--- src/rtl/preset_counter_ch.sv ---
module preset_counter_ch #(
  parameter int W = 24
) (
  input  logic       clk,
  input  logic       rst_n,
  input  logic       bus_ctrl,
  input  logic       bus_wr,
  input  logic       bus_rd,
  input  logic [7:0] bus_wdata,
  output logic [7:0] bus_rdata,
  input  logic       cnt_en,
  input  logic       cnt_up,
  input  logic       index_pin,
  input  logic       noise_in,
  output logic [7:0] psc_o
);
  localparam int BYTES = W / 8;
  localparam int PW = (BYTES > 1) ? $clog2(BYTES) : 1;
  localparam logic [W-1:0] MAXV = {W{1'b1}};
  localparam logic [1:0] M_NORM = 2'd0, M_RLIM = 2'd1, M_NREC = 2'd2, M_MODN = 2'd3;

  logic [W-1:0] cnt, preset, latch, nxt;
  logic [PW-1:0] ptr;
  logic [1:0] cmode;
  logic gate, ld_dis, idx_en, idx_pol, idx_q, frozen;
  logic f_bor, f_car, f_cmp, f_sign, f_err, f_dir, f_idx;
  logic hit_c, hit_b;

  wire ctl_wr = bus_wr & bus_ctrl;
  wire dat_wr = bus_wr & ~bus_ctrl;
  wire dat_rd = bus_rd & ~bus_ctrl;
  wire rld    = ctl_wr & (bus_wdata[6:5] == 2'b00);
  wire rst_bp = rld & bus_wdata[0];
  wire clr_fl = rld & (bus_wdata[2:1] == 2'd2);
  wire clr_er = rld & (bus_wdata[2:1] == 2'd3);
  wire ld_pr  = rld & (bus_wdata[4:3] == 2'd1);
  wire ld_ol  = rld & (bus_wdata[4:3] == 2'd2);
  wire ld_psc = rld & (bus_wdata[4:3] == 2'd3);
  wire idx_evt  = idx_en & (idx_pol ? (index_pin & ~idx_q) : (~index_pin & idx_q));
  wire idx_load = idx_evt & ~ld_dis;
  wire load_any = ld_pr | idx_load;
  wire step     = cnt_en & gate & ~frozen;

  assign bus_rdata = bus_ctrl ? {1'b0, f_idx, f_dir, f_err, f_sign, f_cmp, f_car, f_bor}
                              : latch[8*ptr +: 8];

  always_comb begin
    nxt = cnt;
    hit_c = 1'b0;
    hit_b = 1'b0;
    if (cnt_up) begin
      if (cmode == M_RLIM || cmode == M_MODN) begin
        if (cnt == preset) begin
          hit_c = 1'b1;
          nxt = (cmode == M_MODN) ? '0 : cnt;
        end else nxt = cnt + 1'b1;
      end else begin
        hit_c = (cnt == MAXV);
        nxt = cnt + 1'b1;
      end
    end else begin
      if (cnt == '0) begin
        hit_b = 1'b1;
        case (cmode)
          M_RLIM:  nxt = cnt;
          M_MODN:  nxt = preset;
          default: nxt = MAXV;
        endcase
      end else nxt = cnt - 1'b1;
    end
  end

  always_ff @(posedge clk) begin
    if (!rst_n) begin
      cnt <= '0; preset <= '0; latch <= '0; ptr <= '0; psc_o <= '0;
      cmode <= M_NORM; gate <= 1'b0; ld_dis <= 1'b0; idx_en <= 1'b0; idx_pol <= 1'b0;
      idx_q <= 1'b0; frozen <= 1'b0;
      f_bor <= 1'b0; f_car <= 1'b0; f_cmp <= 1'b0; f_sign <= 1'b0;
      f_err <= 1'b0; f_dir <= 1'b1; f_idx <= 1'b0;
    end else begin
      idx_q <= index_pin;
      if (ctl_wr && bus_wdata[6:5] == 2'b01) cmode <= bus_wdata[2:1];
      if (ctl_wr && bus_wdata[6:5] == 2'b10) begin gate <= bus_wdata[0]; ld_dis <= bus_wdata[1]; end
      if (ctl_wr && bus_wdata[6:5] == 2'b11) begin idx_en <= bus_wdata[0]; idx_pol <= bus_wdata[1]; end
      if (rst_bp) ptr <= '0;
      else if (dat_wr || dat_rd) ptr <= (ptr == PW'(BYTES-1)) ? '0 : ptr + 1'b1;
      if (dat_wr) preset[8*ptr +: 8] <= bus_wdata;
      if (ld_ol) latch <= cnt;
      if (ld_psc) psc_o <= preset[7:0];
      if (load_any) begin
        cnt <= preset;
        frozen <= 1'b0;
      end else if (step) begin
        cnt <= nxt;
        if (cmode == M_NREC && (hit_c || hit_b)) frozen <= 1'b1;
      end
      if (clr_fl) begin f_bor <= 1'b0; f_car <= 1'b0; f_cmp <= 1'b0; f_sign <= 1'b0; f_idx <= 1'b0; end
      if (clr_er) f_err <= 1'b0;
      if (step && !load_any) begin
        f_dir <= cnt_up;
        if (hit_c) begin f_car <= 1'b1; f_sign <= 1'b0; end
        if (hit_b) begin f_bor <= 1'b1; f_sign <= 1'b1; end
        if (nxt == preset) f_cmp <= 1'b1;
      end
      if (noise_in) f_err <= 1'b1;
      if (idx_evt) f_idx <= 1'b1;
    end
  end


  ptr_range_chk: assert property (@(posedge clk) disable iff (!rst_n) ptr < PW'(BYTES));

  gate_off_chk: assert property (@(posedge clk) disable iff (!rst_n)
    (!gate && !load_any) |=> $stable(cnt));

  frozen_hold_chk: assert property (@(posedge clk) disable iff (!rst_n)
    (frozen && !load_any) |=> $stable(cnt));

  rlim_hold_chk: assert property (@(posedge clk) disable iff (!rst_n)
    (step && !load_any && cmode == M_RLIM && cnt_up && cnt == preset) |=> $stable(cnt));

  modn_wrap_chk: assert property (@(posedge clk) disable iff (!rst_n)
    (step && !load_any && cmode == M_MODN && cnt_up && cnt == preset) |=> cnt == '0);

  err_set_chk: assert property (@(posedge clk) disable iff (!rst_n) noise_in |=> f_err);
endmodule

--- config.mk ---
export PLATFORM = sky130hd
export DESIGN_NAME = preset_counter_ch
export DESIGN_NICKNAME = d
export VERILOG_FILES = /design/src/rtl/preset_counter_ch.sv
export SDC_FILE = /design/constraint.sdc
export NUM_CORES = 1
export LEC_CHECK = 0
export ABC_AREA = 1
export BUFFER_PORTS_ARGS = -buffer_cell sky130_fd_sc_hd__clkbuf_2
export CAP_MARGIN = 20
export CORE_MARGIN = 1
export CORE_UTILIZATION = 48
export DETAILED_ROUTE_END_ITERATION = 16
export GPL_TIMING_DRIVEN = 0
export PLACE_DENSITY = 0.71
export SLEW_MARGIN = 20
export SYNTH_ARGS = -nofsm -noshare
export SYNTH_HDL_FRONTEND = slang
export SYNTH_SLANG_ARGS = --single-unit
--- constraint.sdc ---
create_clock -name clk -period 3 [get_ports clk]
set_input_delay 0.15 -clock clk [delete_from_list [all_inputs] [get_ports clk]]
set_output_delay 0.15 -clock clk [all_outputs]
set_load 0.02 [all_outputs]
## Word-level counts from Yosys, hierarchy flattened

Cells that the tools add are included.

- Register bits after elaboration: 97
- Latch bits: 0
- Bits in writable memories: 0
- Memory bits (read-only): 0
- Input port bits: 17
- Output and inout port bits: 16
- Memories: 0

- Add/sub/neg operators: 4
- $mul: 0
- Div/mod/pow operators: 0
- Order comparisons: 0
- Equal/unequal tests: 15
- Shift operators: 3
- Muxes and demuxes: 34
- Bitwise gates (word level): 23
- Reduce and logical (&&, ||, !) cells: 17

Operator list:

| cell | number |
|---|---|
| two-way mux 24 bit | 7 |
| == test 24 bit | 2 |
| case mux 24 bit (2 select lines) | 1 |
| negator 5 -> 34 bit | 1 |
| variable shift 8 x 34 -> 24 bit, first input constant | 1 |
| indexed part select 8 x 34 -> 24 bit | 1 |
| adder 24 x 1 -> 24 bit, second input constant | 1 |
| bitwise mux 24 bit | 1 |
| == test 24 bit, second input constant | 1 |
| zero test 24 bit | 1 |
| indexed part select 24 x 6 -> 8 bit | 1 |
| subtractor 24 x 1 -> 24 bit, second input constant | 1 |
| two-way mux 1 bit | 23 |
| == test 2 bit, second input constant | 9 |
| bitwise AND 1 bit | 16 |
| two-way mux 8 bit | 1 |
| == test 2 x 1 -> 1 bit, second input constant | 3 |
| NOT 1 bit | 6 |
| nonzero test 2 bit | 3 |
| logical AND 1 bit | 5 |
| OR reduction 2 bit | 2 |
| logical OR 1 bit | 3 |
| adder 2 x 1 -> 2 bit, second input constant | 1 |
| zero test 2 bit | 1 |
| 4 further kinds | 4 |

## Logic depth before layout (Yosys ltp)

- Depth in word-level cells: 9
- Gate-level depth with buffers: 22

## Worst setup path after synthesis

OpenSTA, ideal clock, no wires.

- Kind: flip-flop to flip-flop
- Start: register cnt[0]
- End: register f_cmp
- Data arrival time: 2057 ps
- Path slack: 878 ps
- Cell stages (with the launch flop): 20
- Buffers on the path: 0
- Path through: dfxtp_1 > inv_1 > ha_1 > nand2_2 > nor2_4 > nand2_1 > nor2_1 > xor2_1 > nand2_1 > nand2_1 > nand2_1 > nand3_1 > nand2_1 > nor2_1 > nand2_1 > nor2_1 > nand2_1 > nor2_1 > nor2_1 > nor2_1

- Longest elaborated chain between the ends: 7
- Elaborated cells between the ends (all ways): 13
- Those cells by class: add/sub (2); eq/ne (2); mux (8); reduce/logical (1)

Ends and longest elaborated chain:

| what | RTL line | RTL |
|---|---|---|
| start, declared | 22 | `logic [W-1:0] cnt, preset, latch, nxt;` |
| start signal, assigned | 91 | `cnt <= preset;` |
| start signal, assigned | 94 | `cnt <= nxt;` |
| adder 24 x 1 -> 24 bit (tied with other cells) | 56, 59 |  |
| two-way mux 24 bit | 53 | `if (cnt == preset) begin` |
| two-way mux 24 bit | 52 | `if (cmode == M_RLIM \|\| cmode == M_MODN) begin` |
| two-way mux 24 bit (*) | 51 | `if (cnt_up) begin` |
| == test 24 bit (*) | 103 | `if (nxt == preset) f_cmp <= 1'b1;` |
| two-way mux 1 bit (*) | 103 |  |
| two-way mux 1 bit (*) | 99 | `if (step && !load_any) begin` |
| end signal, assigned | 78 | `f_bor <= 1'b0; f_car <= 1'b0; f_cmp <= 1'b0; f_sign <= 1'b0;` |
| end signal, assigned | 97 | `if (clr_fl) begin f_bor <= 1'b0; f_car <= 1'b0; f_cmp <= 1'b0; f_sign <= 1'b0; f_idx <= 1'b0; end` |
| end signal, assigned | 103 |  |
| end, declared | 26 | `logic f_bor, f_car, f_cmp, f_sign, f_err, f_dir, f_idx;` |

Mark *: on every way between the ends. The rest lies on a longest branch, timed or not.
A chain may end at the register's enable or synchronous reset.

## Worst setup path after layout

- Start: register cnt[0]
- End: register f_sign

- Longest elaborated chain between the ends: 7
- Elaborated cells between the ends (all ways): 11
- Those cells by class: eq/ne (2); mux (8); reduce/logical (1)

Ends and longest elaborated chain:

| what | RTL line | RTL |
|---|---|---|
| == test 24 bit | 53 |  |
| two-way mux 1 bit | 53 |  |
| two-way mux 1 bit | 52 |  |
| two-way mux 1 bit | 51 |  |
| two-way mux 1 bit | 101 | `if (hit_c) begin f_car <= 1'b1; f_sign <= 1'b0; end` |
| two-way mux 1 bit (*) | 102 | `if (hit_b) begin f_bor <= 1'b1; f_sign <= 1'b1; end` |
| two-way mux 1 bit (*) | 99 |  |
| end signal, assigned | 97 |  |
| end signal, assigned | 101 |  |
| end signal, assigned | 102 |  |
| end, declared | 26 |  |

Marked as above.

==> metrics.yaml <==
outcome:
  status: "finished clean"
logic_synthesis:
  yosysWarnings: 0
  synth-edff-count: 0
  synth_common_cells: "nand2_1 (314), nand3_1 (108), dfxtp_1 (97), nor2_1 (97), inv_1 (92)"
  synth.most_common_cell: "nand2_1"
  syn_area_sq_um: 7470
  yosys_most_used_dff: "dfxtp_1"
  yosysTopAreaCellShare_pct: 26.0
  synth.distinct_cells: 44
  synth_top_area_cell: "dfxtp_1"
  synthTopCellsByArea: "dfxtp_1 (26%), nand2_1 (16%), nand3_1 (7.2%)"
  syn_avg_cell_area_sq_um: 6.29
  synth_fp_nets: 1213
  ys_ff_latch: 97
  seq_area_frac_synth_pct: 26.0
  syn_inst: 1188
  async_reset_ff_share_pct: 0
detailed_routing:
  via_per_inst: 5.99
  maxUsedRoutingLayer: "met4"
  route.met2.wl_um: 12400
  first_pass_iters: 5
  vias: 8528
  drt-total-wl_um: 29400
  wl_per_cell_um: 20.6
  m1WireLength_um: 12600
  first_iter_violations: 1039
  drt.antenna.violating_nets: 0
  wl_met3_um: 2820
  drc: 0
cts:
  htreeDepth: 3
  clock_path_buffers: 2
  postCtsSetupRepairBufs: 0
  clkSlewWorstSetupHoldPaths_ns: 0.07
  clock-sinks: 97
  cts_tree: "done"
  cts_inserted_buffers: 9
  cts_root_buf: "clkbuf_16"
  worstSkewPairLatency_ns: 0.36
placement:
  dp_cells: 1406
  port_buffers: 30
  place_congestion: 1.02
  hpwlAfterDp_um: 22700
sta:
  setup_viol: 0
  worstMarginPinSlew_ns: 0.842
  min_period_ns: 2.88
  final.setup.tns_ns: 0
  slew-limit-headroom_pct: 43.1
  grt_setup_unrepaired: "false"
  period_share_pct: 95.9
  skew_ns: 0.0186
  max_freq_ghz: 0.348
  slew_viol_final: 0
  hold_violations: 0
finish:
  drive_gt1_share_pct: 12.7
  final_nets: 1256
  post-route-util_pct: 54.0
  layout-area-overhead-vs-synth_pct: 9.83
  fillers: 1602
  insertedDiodeCount: 0
  final_cells: 1423
critical_path:
  critPathLaunchType: "flip-flop"
  end_kind: "flip-flop"
  cp_max_fo: 7
  cp.required_ns: 3.22
  criticalPathCategory: "flip-flop to flip-flop"
  critPathMaxStageDelay_ns: 0.70
  path_cells: "ha_1 > nand3_2 > nor2_4 > nand4_2 > nor2_2 > nand2_1 > o41ai_1 > nand3_1 > nand3_1 > a21oi_1"
  cp_common_cell: "nand3_1"
  cp_slowest_cell: "o41ai_1"
  cp.arrival_ns: 3.09
pwr:
  peakVddDrop_mv: 0.361
  power_leakage_uw: 0.00342
  power.density_nw_per_um2: 437
grt:
  grt_usage_pct: 37.1
  grt_pass1_wl_um: 44500
  grt_pass1_vias: 7643
  grt_antenna_before_repair: 0
  grt-ovfl-total: 0
  grt_max_degree: 17
floorplan:
  die-height_um: 127
  fp.dieArea_sq_um: 16100
  core_area_sq_um: 15200
  initial_core_util_pct: 49.1
  placementRows: 45
  ios: 33
  die_x_um: 127
job:
  drv_cap: 0
min_path:
  hp-class: "input port to flip-flop"
-- worst max-delay path: cells and delay by family (launching register included) --
kind / cells / cell delay, ns
AO/OA/AOI/OAI: 2 / 0.77
AND/OR/NAND/NOR: 7 / 1.16
flip-flops: 1 / 0.52
adder cells (fa/ha/maj): 1 / 0.27
-- logic make-up (layout without fill, tap and decap cells) --
| family | count (synthesis) | in the layout | synth area share [%] |
|---|---|---|---|
| AOI/OAI and AO/OA | 231 | 231 | 17.4 |
| xor gates and xnor gates | 49 | 49 | 5.75 |
| adders and majority gates | 8 | 8 | 1.34 |
| buffers and inverters | 178 | 225 | 11.1 |
| DFF | 97 | 97 | 26.0 |
| and+or+nand+nor | 625 | 625 | 38.4 |
-- sequential cells by signal, indices dropped and copies added (netlist names), 2 cells and up --
register and count:
cmode 2, cnt 24, latch 24, preset 24
psc_o 8, ptr 2
-- through the flow --
step	hold WS, ns	power, uW	cell area [sq um]	worst slack (ns)
4_1_cts	0.0853	3550	8190	0.00541
5_1_grt	0.115	3710	8200	0.0112
3_5_place_dp	0.364	2280	7850	0.0342
3_3_place_gp	0.357	2280	7850	0.0362
2_1_floorplan	0.243	1990	7470	0.878
6_report	0.107	3590	8200	0.123
-- worst paths after layout --
check / startpoint / end / slack [ns] / depth (start not counted)
worst max register to register: cnt[0] / f_sign / 0.12 / 10
worst max-delay path: cnt[0] / f_sign / 0.12 / 10
worst min register to register: psc_o[6] / psc_o[6] / 0.45 / 2
worst min-delay path: bus_wdata[2] / cmode[1] / 0.11 / 3
-- power by group --
part	leakage (uW)	switching [uW]	total [uW]	internal [uW]
combinational	0.00249	678	955	277
sequential	0.000785	31.4	1350	1310
clock	0.000144	556	1290	730
-- cells in the final DEF (no fill, tap or decap), drive strengths merged --
cell and n:
nand2 329, nand3 121, nor2 118, inv 99
dfxtp 97, a21oi 84, o21ai 76, clkbuf 71
buf 41, xor2 37, a31oi 34, nor3 27
nand4 24, a22oi 14, xnor2 12, o211ai 9
o22ai 8, ha 8, clkinv 7, a211oi 3
clkinvlp 3, or2 3, bufinv 2, dlygate4sd3 2
o41ai 1, a41oi 1, nor4 1, nand3b 1
and3 1, o21bai 1
-- cell type report --
type	count	area, sq um	share of cell area [%]
tap	188	235	2.87
timing repair buffer	32	170	2.07
sequential	97	1940	23.7
inverter	105	402	4.90
buffer	73	430	5.25
clock buffer	9	225	2.75
clock inverter	6	91.3	1.11
multi-input combinational	913	4710	57.4
-- timing repair --
action	4_1_cts	5_1_grt
endpoints found under the hold margin	2	0
hold buffers	2	0
resized for setup	0	7
setup endpoints to repair	0	1
-- routing by layer --
metal	track usage (%)	vias to the layer above
met3	6.16	106
met5	0	-
met2	55.3	511
li1	-	4011
met1	50.9	3900
met4	20.5	0
Note: power is estimated with default switching activity, not from simulation.
